$ cat src/rtl/i2c_bt_pkg.sv
package i2c_bt_pkg;

  typedef enum logic [1:0] {
    OP_START = 2'd0,
    OP_STOP  = 2'd1,
    OP_WRITE = 2'd2,
    OP_READ  = 2'd3
  } bit_op_e;

  typedef enum logic [2:0] {
    PH_IDLE,
    PH_SETUP,
    PH_RISE,
    PH_HIGH,
    PH_MARK,
    PH_HOLD,
    PH_RESP
  } phase_e;

endpackage

$ cat src/rtl/i2c_bt_filter.sv
// Synchronizer plus spike filter for one bus line.
// The output follows the synchronized input only after that input has
// differed from it for filt_len+1 consecutive cycles.
module i2c_bt_filter #(
  parameter int FILT_W      = 8,
  parameter int SYNC_STAGES = 2
) (
  input  logic              clk,
  input  logic              rst_n,
  input  logic [FILT_W-1:0] filt_len,
  input  logic              pin,
  output logic              level
);

  logic [SYNC_STAGES-1:0] sync_q;
  logic [FILT_W-1:0]      run_q;
  logic                   level_q;
  logic                   raw;

  assign raw = sync_q[SYNC_STAGES-1];

  always_ff @(posedge clk) begin
    if (!rst_n) sync_q <= '1;
    else        sync_q <= {sync_q[SYNC_STAGES-2:0], pin};
  end

  always_ff @(posedge clk) begin
    if (!rst_n) begin
      run_q   <= '0;
      level_q <= 1'b1;
    end else if (raw == level_q) begin
      run_q <= '0;
    end else if (run_q >= filt_len) begin
      level_q <= raw;
      run_q   <= '0;
    end else begin
      run_q <= run_q + 1'b1;
    end
  end

  assign level = level_q;

endmodule

$ cat src/rtl/i2c_bt_timer.sv
// Loadable down-counter that stops at zero.
module i2c_bt_timer #(
  parameter int CNT_W = 16
) (
  input  logic             clk,
  input  logic             rst_n,
  input  logic             load,
  input  logic [CNT_W-1:0] load_val,
  output logic [CNT_W-1:0] count,
  output logic             zero
);

  logic [CNT_W-1:0] cnt_q;

  always_ff @(posedge clk) begin
    if (!rst_n)             cnt_q <= '0;
    else if (load)          cnt_q <= load_val;
    else if (cnt_q != '0)   cnt_q <= cnt_q - 1'b1;
  end

  assign count = cnt_q;
  assign zero  = (cnt_q == '0);

endmodule

$ cat src/rtl/i2c_bt_engine.sv
// Bit-level phase machine: sets SDA, waits setup, releases SCL, waits for
// SCL high, counts the high period (sampling at its middle), then either
// pulls SCL low and waits hold, or marks a start/stop edge on SDA.
module i2c_bt_engine
  import i2c_bt_pkg::*;
#(
  parameter int CNT_W = 16
) (
  input  logic             clk,
  input  logic             rst_n,
  input  logic             cmd_valid,
  output logic             cmd_ready,
  input  logic [1:0]       cmd_op,
  input  logic             cmd_bit,
  output logic             rsp_valid,
  input  logic             rsp_ready,
  output logic             rsp_bit,
  output logic             rsp_arb,
  input  logic [CNT_W-1:0] cfg_high,
  input  logic [CNT_W-1:0] cfg_low,
  input  logic [CNT_W-1:0] cfg_setup,
  input  logic [CNT_W-1:0] cfg_hold,
  input  logic             scl_seen,
  input  logic             sda_seen,
  output logic             scl_drv,
  output logic             sda_drv
);

  phase_e           phase_q;
  bit_op_e          op_q;
  bit_op_e          op_in;
  logic             wbit_q;
  logic             scl_drv_q;
  logic             sda_drv_q;
  logic             bit_q;
  logic             arb_q;

  logic             tmr_load;
  logic [CNT_W-1:0] tmr_val;
  logic [CNT_W-1:0] tmr_cnt;
  logic             tmr_zero;
  logic [CNT_W-1:0] low_rem;
  logic [CNT_W-1:0] setup_wait;
  logic [CNT_W-1:0] mid_pt;

  assign op_in      = bit_op_e'(cmd_op);
  // Time left in the low phase once the hold has been spent.
  assign low_rem    = (cfg_low > cfg_hold) ? (cfg_low - cfg_hold) : '0;
  assign setup_wait = (cfg_setup > low_rem) ? cfg_setup : low_rem;
  assign mid_pt     = cfg_high >> 1;

  i2c_bt_timer #(.CNT_W(CNT_W)) u_tmr (
    .clk      (clk),
    .rst_n    (rst_n),
    .load     (tmr_load),
    .load_val (tmr_val),
    .count    (tmr_cnt),
    .zero     (tmr_zero)
  );

  always_comb begin
    tmr_load = 1'b0;
    tmr_val  = '0;
    unique case (phase_q)
      PH_IDLE: if (cmd_valid) begin
        tmr_load = 1'b1;
        tmr_val  = setup_wait;
      end
      PH_RISE: if (scl_seen) begin
        tmr_load = 1'b1;
        tmr_val  = cfg_high;
      end
      PH_HIGH: if (tmr_zero) begin
        tmr_load = 1'b1;
        if (op_q == OP_START)     tmr_val = cfg_high;
        else if (op_q == OP_STOP) tmr_val = cfg_low;
        else                      tmr_val = cfg_hold;
      end
      PH_MARK: if (tmr_zero && op_q == OP_START) begin
        tmr_load = 1'b1;
        tmr_val  = cfg_hold;
      end
      default: ;
    endcase
  end

  always_ff @(posedge clk) begin
    if (!rst_n) begin
      phase_q   <= PH_IDLE;
      op_q      <= OP_START;
      wbit_q    <= 1'b0;
      scl_drv_q <= 1'b0;
      sda_drv_q <= 1'b0;
      bit_q     <= 1'b0;
      arb_q     <= 1'b0;
    end else begin
      unique case (phase_q)
        PH_IDLE: if (cmd_valid) begin
          op_q      <= op_in;
          wbit_q    <= cmd_bit;
          bit_q     <= 1'b0;
          arb_q     <= 1'b0;
          sda_drv_q <= (op_in == OP_STOP) || (op_in == OP_WRITE && !cmd_bit);
          phase_q   <= PH_SETUP;
        end
        PH_SETUP: if (tmr_zero) begin
          scl_drv_q <= 1'b0;
          phase_q   <= PH_RISE;
        end
        PH_RISE: if (scl_seen) begin
          phase_q <= PH_HIGH;
        end
        PH_HIGH: begin
          if (tmr_cnt == mid_pt && (op_q == OP_WRITE || op_q == OP_READ)) begin
            bit_q <= sda_seen;
            if (op_q == OP_WRITE && wbit_q && !sda_seen) arb_q <= 1'b1;
          end
          if (tmr_zero) begin
            unique case (op_q)
              OP_START: begin
                sda_drv_q <= 1'b1;
                phase_q   <= PH_MARK;
              end
              OP_STOP: begin
                sda_drv_q <= 1'b0;
                phase_q   <= PH_MARK;
              end
              default: begin
                scl_drv_q <= 1'b1;
                phase_q   <= PH_HOLD;
              end
            endcase
          end
        end
        PH_MARK: if (tmr_zero) begin
          if (op_q == OP_START) begin
            scl_drv_q <= 1'b1;
            phase_q   <= PH_HOLD;
          end else begin
            phase_q <= PH_RESP;
          end
        end
        PH_HOLD: if (tmr_zero) phase_q <= PH_RESP;
        PH_RESP: if (rsp_ready) phase_q <= PH_IDLE;
        default: phase_q <= PH_IDLE;
      endcase
    end
  end

  assign cmd_ready = (phase_q == PH_IDLE);
  assign rsp_valid = (phase_q == PH_RESP);
  assign rsp_bit   = bit_q;
  assign rsp_arb   = arb_q;
  assign scl_drv   = scl_drv_q;
  assign sda_drv   = sda_drv_q;

endmodule

$ cat src/rtl/i2c_bit_timing.sv
module i2c_bit_timing #(
  parameter int CNT_W  = 16,
  parameter int FILT_W = 8
) (
  input  logic              clk,
  input  logic              rst_n,
  input  logic              cmd_valid,
  output logic              cmd_ready,
  input  logic [1:0]        cmd_op,
  input  logic              cmd_bit,
  output logic              rsp_valid,
  input  logic              rsp_ready,
  output logic              rsp_bit,
  output logic              rsp_arb,
  input  logic [CNT_W-1:0]  cfg_high,
  input  logic [CNT_W-1:0]  cfg_low,
  input  logic [CNT_W-1:0]  cfg_setup,
  input  logic [CNT_W-1:0]  cfg_hold,
  input  logic [FILT_W-1:0] cfg_filt,
  input  logic              force_scl_low,
  input  logic              force_sda_low,
  input  logic              scl_i,
  input  logic              sda_i,
  output logic              scl_oe,
  output logic              sda_oe,
  output logic              scl_seen,
  output logic              sda_seen
);

  localparam int LINES       = 2;
  localparam int SYNC_STAGES = 2;
  localparam int SCL_IDX     = 0;
  localparam int SDA_IDX     = 1;

  logic [LINES-1:0] pin_vec;
  logic [LINES-1:0] seen_vec;
  logic             eng_scl;
  logic             eng_sda;

  assign pin_vec[SCL_IDX] = scl_i;
  assign pin_vec[SDA_IDX] = sda_i;

  for (genvar g = 0; g < LINES; g++) begin : g_line
    i2c_bt_filter #(
      .FILT_W      (FILT_W),
      .SYNC_STAGES (SYNC_STAGES)
    ) u_filt (
      .clk      (clk),
      .rst_n    (rst_n),
      .filt_len (cfg_filt),
      .pin      (pin_vec[g]),
      .level    (seen_vec[g])
    );
  end

  i2c_bt_engine #(.CNT_W(CNT_W)) u_eng (
    .clk       (clk),
    .rst_n     (rst_n),
    .cmd_valid (cmd_valid),
    .cmd_ready (cmd_ready),
    .cmd_op    (cmd_op),
    .cmd_bit   (cmd_bit),
    .rsp_valid (rsp_valid),
    .rsp_ready (rsp_ready),
    .rsp_bit   (rsp_bit),
    .rsp_arb   (rsp_arb),
    .cfg_high  (cfg_high),
    .cfg_low   (cfg_low),
    .cfg_setup (cfg_setup),
    .cfg_hold  (cfg_hold),
    .scl_seen  (seen_vec[SCL_IDX]),
    .sda_seen  (seen_vec[SDA_IDX]),
    .scl_drv   (eng_scl),
    .sda_drv   (eng_sda)
  );

  assign scl_oe   = eng_scl | force_scl_low;
  assign sda_oe   = eng_sda | force_sda_low;
  assign scl_seen = seen_vec[SCL_IDX];
  assign sda_seen = seen_vec[SDA_IDX];

endmodule

$ cat config.mk
export PLATFORM = sky130hd
export DESIGN_NAME = i2c_bit_timing
export DESIGN_NICKNAME = d
export VERILOG_FILES = /design/src/rtl/i2c_bt_pkg.sv /design/src/rtl/i2c_bt_filter.sv /design/src/rtl/i2c_bt_timer.sv /design/src/rtl/i2c_bt_engine.sv /design/src/rtl/i2c_bit_timing.sv
export SDC_FILE = /design/constraint.sdc
export NUM_CORES = 1
export LEC_CHECK = 0
export CORE_AREA = 5 5 117 97
export DETAILED_ROUTE_END_ITERATION = 10
export DIE_AREA = 0 0 122 102
export PLACE_DENSITY_LB_ADDON = 0.05
export SLEW_MARGIN = 20
export SYNTH_ARGS = -nofsm -noshare
export SYNTH_HDL_FRONTEND = slang
export SYNTH_SLANG_ARGS = --single-unit
$ cat constraint.sdc
create_clock -name clk -period 6.2 [get_ports clk]
set_input_delay 1.24 -clock clk [delete_from_list [all_inputs] [get_ports clk]]
set_output_delay 1.24 -clock clk [all_outputs]
set_load 0.03 [all_outputs]
* Word level (Yosys, flattened, before mapping)
Cells that the tools add are included.
Storage, ports and cells: memory bits (read-only) 0, bits of input ports 83, latch bits 0, output and inout port bits 8, bits in writable memories 0, bits in registers 48, memories 0
Cells by class: eq/ne operators 26, div/mod/pow operators 0, shift operators 0, $add $sub $neg 4, magnitude comparators 4, bitwise operators 5, $mul 0, reduce and logical (&&, ||, !) cells 27, multiplexer cells 42
Operators with widths (number):
- 16-bit 2-to-1 mux | 10
- 16-bit one-hot mux with 4 select lines | 1
- 16-bit > comparator | 2
- 3-bit 2-to-1 mux | 7
- 3-bit one-hot mux with 7 select lines | 1
- 8-bit by 1-bit adder with 8-bit output, second input constant | 2
- 16-bit by 15-bit == test with 1-bit output | 1
- 8-bit greater-or-equal comparator | 2
- 16-bit logical NOT | 1
- 1-bit 2-to-1 mux | 16
- 2-bit by 1-bit inequality test with 1-bit output, second input constant | 8
- 16-bit nonzero test | 1
- 16-bit by 1-bit subtractor with 16-bit output, second input constant | 1
- 16-bit subtractor | 1
- 3-bit == test, second input constant | 3
- 1-bit one-hot mux with 2 select lines | 4
- 4-bit AND reduction | 2
- 7-bit AND reduction | 1
- 2-bit == test, second input constant | 3
- 3-bit by 2-bit == test with 1-bit output, second input constant | 2
- 2-bit inequality test, second input constant | 3
- 2-bit AND reduction | 3
- 6-bit AND reduction | 1
- 3-bit OR reduction | 2
- other kinds (18) | 30

* Depth between registers and ports, before layout
depth after elaboration 7, mapped depth 19, mapped depth without buffers 17

* By module
From an unflattened synthesis, not the netlist that was laid out.
Second synthesis, totals: cell total of the unflattened synthesis 611, area total of the unflattened synthesis 4878.4 um^2
By module, submodules not included:
- i2c_bt_engine | instances 1, area each 2673.8 um^2, cells an instance 369
- i2c_bt_filter | instances 2, area each 639.4 um^2, cells an instance 64
- i2c_bt_timer | instances 1, area each 913.4 um^2, cells an instance 112
- i2c_bit_timing | instances 1, area each 12.5 um^2, cells an instance 2

* Worst setup path after synthesis
No wires, ideal clock.
kind input port to flip-flop, start point in cfg_low[0], end point reg u_eng.u_tmr.cnt_q[3] (netlist: u_eng.u_tmr.count[3]), data required time 6.126 ns, path buffers 1, path slack 1.330 ns, arrival 4.796 ns, stages 18, setup time 0.074 ns, path through inv_1 > ha_1 > inv_1 > fa_1 > nand3_1 > a21oi_1 > o211ai_1 > and2_1 > or2_2 > or2_2 > ha_1 > nand4_1 > a2111oi_0 > a211oi_1 > a21oi_1 > clkbuf_1 > mux2_2 > o21ai_0
On the way: word-level cells in the longest chain between the ends 7
RTL lines:
- start: declaration | line i2c_bit_timing.sv:16 | input logic [CNT_W-1:0] cfg_low,
- 16-bit subtractor / 16-bit > comparator (equally long branches) | line i2c_bt_engine.sv:48 | assign low_rem = (cfg_low > cfg_hold) ? (cfg_low - cfg_hold) : '0;
- 16-bit 2-to-1 mux (*) | line i2c_bt_engine.sv:48
- 16-bit > comparator | line i2c_bt_engine.sv:49 | assign setup_wait = (cfg_setup > low_rem) ? cfg_setup : low_rem;
- 16-bit 2-to-1 mux (*) | line i2c_bt_engine.sv:49
- 16-bit 2-to-1 mux (*) | line i2c_bt_engine.sv:65 | PH_IDLE: if (cmd_valid) begin
- 16-bit one-hot mux with 4 select lines (*) | line i2c_bt_engine.sv:64 | unique case (phase_q)
- 16-bit 2-to-1 mux (*) | line i2c_bt_timer.sv:17 | else if (load) cnt_q <= load_val;
- end signal: assignment | line i2c_bt_timer.sv:17
- end signal: assignment | line i2c_bt_timer.sv:18 | else if (cnt_q != '0) cnt_q <= cnt_q - 1'b1;
- end: declaration | line i2c_bt_timer.sv:13 | logic [CNT_W-1:0] cnt_q;
Every way passes the cells marked *; elsewhere a longest branch is shown, timed or not. A chain may end at the register's enable or synchronous reset.

* Worst setup path after layout
start point in cfg_hold[6], end point reg u_eng.u_tmr.cnt_q[3] (netlist: u_eng.u_tmr.count[3])
On the way: word-level cells in the longest chain between the ends 7
RTL lines:
- start: declaration | line i2c_bit_timing.sv:18 | input logic [CNT_W-1:0] cfg_hold,
- 16-bit subtractor / 16-bit > comparator (equally long branches) | line i2c_bt_engine.sv:48
- 16-bit 2-to-1 mux (*) | line i2c_bt_engine.sv:48
- 16-bit > comparator | line i2c_bt_engine.sv:49
- 16-bit 2-to-1 mux (*) | line i2c_bt_engine.sv:49
- 16-bit 2-to-1 mux (*) | line i2c_bt_engine.sv:65
- 16-bit one-hot mux with 4 select lines (*) | line i2c_bt_engine.sv:64
- 16-bit 2-to-1 mux (*) | line i2c_bt_timer.sv:17
Marks and branches as above.

==> metrics.cfg <==
[clock_tree]
clock_latency_ns = 0.30
clkSinkCount = 48
ctsResizeCount = 0
cts_tree = yes
hold_buffers = 0
cts-root-buf = clkbuf_16
cts.htree.levels = 2
cts_setup_buffers = 0
cts_buffers = 5
cts_buffer_depth = 2
clkTransAtPathRegs_ns = 0.07

[die]
die_area_um2 = 12440
start_util_pct = 48.86
rows = 33
core-area_um2 = 10030
num_io_pins = 91
die_w_um = 122
die_y_um = 102

[synth]
synth_edf_count = 0
synth_most_common_cell = ha_1
synthTopCellsByArea = dfxtp_1 (20%), ha_1 (13%), xor2_1 (5.4%), a21oi_1 (4.1%), nor2_1 (3.8%)
synth_top_area_share_pct = 19.60
async_flop_share_pct = 0
syn_area_um2 = 4902
synth_flop_cell = dfxtp_1
synth_cells = 621
seq_area_frac_synth_pct = 19.60
synth_area_leader_cell = dfxtp_1
synthMuxAreaShare_pct = 3.650
synth_area_per_cell_um2 = 7.894
synthAdderAreaFrac_pct = 13.43
ys_ff_latch = 48
synth-xor-area-share_pct = 7.325
synth_commonest_cells = ha_1 (51), nor2_1 (50), dfxtp_1 (48)
synth_compound_area_share_pct = 26.80
yosysUniqueCellTypes = 76
syn_nets = 756
synth_top_family_by_area = compound AO/OA/AOI/OAI gates
ys_warn_count = 0
synthSimpleGateAreaFrac_pct = 23.92

[cells_and_area]
area_growth_pct = 23.35
stdcell_area_um2 = 6047
utilization_pct = 60.27
nNetsFinal = 835
n_fill_cell = 956
drive_above_1_share_pct = 5.857
diodes = 0

[outcome]
status = completed

[critical_path]
cp_data_required_time_ns = 6.41
cpMaxStageDelayCell = o311ai_0
slowest_delay_ns = 0.91
cp.arrival_ns = 6.05
cp-end-kind = flop
crit_chain = clkdlybuf4s50_1, inv_1, ha_1, and2_1, or4_1, o21a_1, o311ai_0, nand2_1, ha_1, nand4_1, a2111oi_0, a211oi_1, a21oi_1, buf_4, mux2_2, o21ai_0
worst-path-buf-inv = 3
critical_path_class = in -> reg
path_max_fanout = 13
crit_path_frequent_cell = ha_1
cp_top_family = compound AO/OA/AOI/OAI gates
start_kind = primary input

[routing]
drc = 0
vias_per_cell = 6.111
drt-initial-drc-count = 341
firstDrtPassIters = 5
routedWlPerCell_um = 19.13
routed-via-count = 5133
ant_nets = 0
wl_um = 16070

[timing]
fin_crit_sh_pct = 94.17
setup_violations = 0
skew_ns = 0.01079
fmax_mhz = 171.3
slew_headroom_pct = 30.02
hold_viol_final = 0
worst_pin_slew_ns = 1.037
slew_viol_final = 0
rsz0062_at_grt = false
whs_ns = 0.4152
finalSetupTns_ns = 0
fin_crit_ns = 5.838

[global_route]
antenna_found_initial = 0
grt_pass1_vias = 4564
grt_overflow = 0
grt_max_degree = 38
track_usage_pct = 25.28
grt_pass1_wl_um = 24610

[placed_design]
numPortBuffers = 90
dp.final_hpwl_um = 12950
globalplace.congestion = 0.9585
place_area_um2 = 5899

[pwr]
totalPowerFinal_w = 0.001349
power.density_nw_per_um2 = 223.0
peakVddDrop_v = 0.0001064
power.leakage_nw = 2.518

[flow_run]
maxCapViolations = 0

[hold_path]
hold_class = reg -> reg

[final cells by class]
class	count	area [um^2]	share of cell area [%]
inverters	38	142.6	2.359
well taps	140	175.2	2.897
flip-flops and latches	48	960.9	15.89
clock inverters	1	8.758	0.1448
repair buffers	95	938.4	15.52
clock buffers	6	138.9	2.297
multi-input cells	512	3682	60.89
[cell usage in the layout, fill, tap and decap left out, types with 7 or more instances in the layout]
cell type         n
clkdlybuf4s50_1  90
ha_1             51
nor2_1           50
dfxtp_1          48
nand2_1          47
a21oi_1          40
inv_1            37
o21ai_0          30
xor2_1           30
nand3_1          20
a221o_1          17
nor3_1           12
nand2b_1         12
nand4_1          11
a21boi_0         11
xnor2_1          11
a21o_1           10
a221oi_1         10
nor4_1           10
mux2i_1          10
and3_1            7
nor2b_1           7
or3_1             7
mux2_2            7
[per-layer routing]
layer  global-route usage [%]  wire, um  share of wire (%)  up-vias
met2                    37.27      6815                 42      200
li1                         -         -                  -     2485
met4                    4.048       131               0.82        0
met1                    37.80      7649                 48     2433
met3                    6.253      1476                9.2       15
met5                        0         0                  0        -
[flip-flops by register name, indices dropped and copies added (netlist names)]
register / flops
g_line.u_filt.sync_q: 4
g_line.u_filt.level: 2
g_line.u_filt.run_q: 16
u_eng.sda_drv: 1
u_eng.phase_q: 3
u_eng.u_tmr.count: 16
u_eng.op_q: 2
u_eng.rsp_bit: 1
u_eng.rsp_arb: 1
u_eng.scl_drv: 1
u_eng.wbit_q: 1
[cells by family (layout without fill, tap and decap cells)]
kind of cell | Yosys count | after routing
simple gates | 219 | 219
compound gates | 183 | 183
buf+inv | 61 | 140
fa+ha+maj | 52 | 52
flops | 48 | 48
xor+xnor | 41 | 41
mux | 17 | 17
[worst paths after layout]
| kind | from | to | slack [ns] | depth (start not counted) |
|---|---|---|---|---|
| hold reg to reg | g_line[1].u_filt.sync_q[0]$_SDFF_PN1_ | g_line[1].u_filt.sync_q[1]$_SDFF_PN1_ | 0.42 | 1 |
| hold / removal | g_line[1].u_filt.sync_q[0]$_SDFF_PN1_ | g_line[1].u_filt.sync_q[1]$_SDFF_PN1_ | 0.42 | 1 |
| setup / recovery | cfg_hold[6] | u_eng.u_tmr.count[3]$_SDFFE_PN0P_ | 0.36 | 16 |
| setup reg to reg | u_eng.u_tmr.count[0]$_SDFFE_PN0P_ | u_eng.u_tmr.count[14]$_SDFFE_PN0P_ | 2.65 | 9 |
[power breakdown]
part / internal [W] / switching, W / total, W
Clock: 0.000159 / 0.000124 / 0.000283
Combinational: 0.000294 / 0.000358 / 0.000652
Sequential: 0.000345 / 0.0000681 / 0.000413
[per-stage QoR]
| stage | std cells | setup slack [ns] |
|---|---|---|
| 6_report | 840 | 0.3617 |
| 5_1_grt | 840 | 0.2550 |
| 4_1_cts | 840 | 0.4587 |
| 3_5_place_dp | 833 | 0.1713 |
| 3_3_place_gp | 833 | 0.2733 |
| 2_1_floorplan | 621 | 1.330 |
No activity file was read; power rests on OpenSTA's default activity.
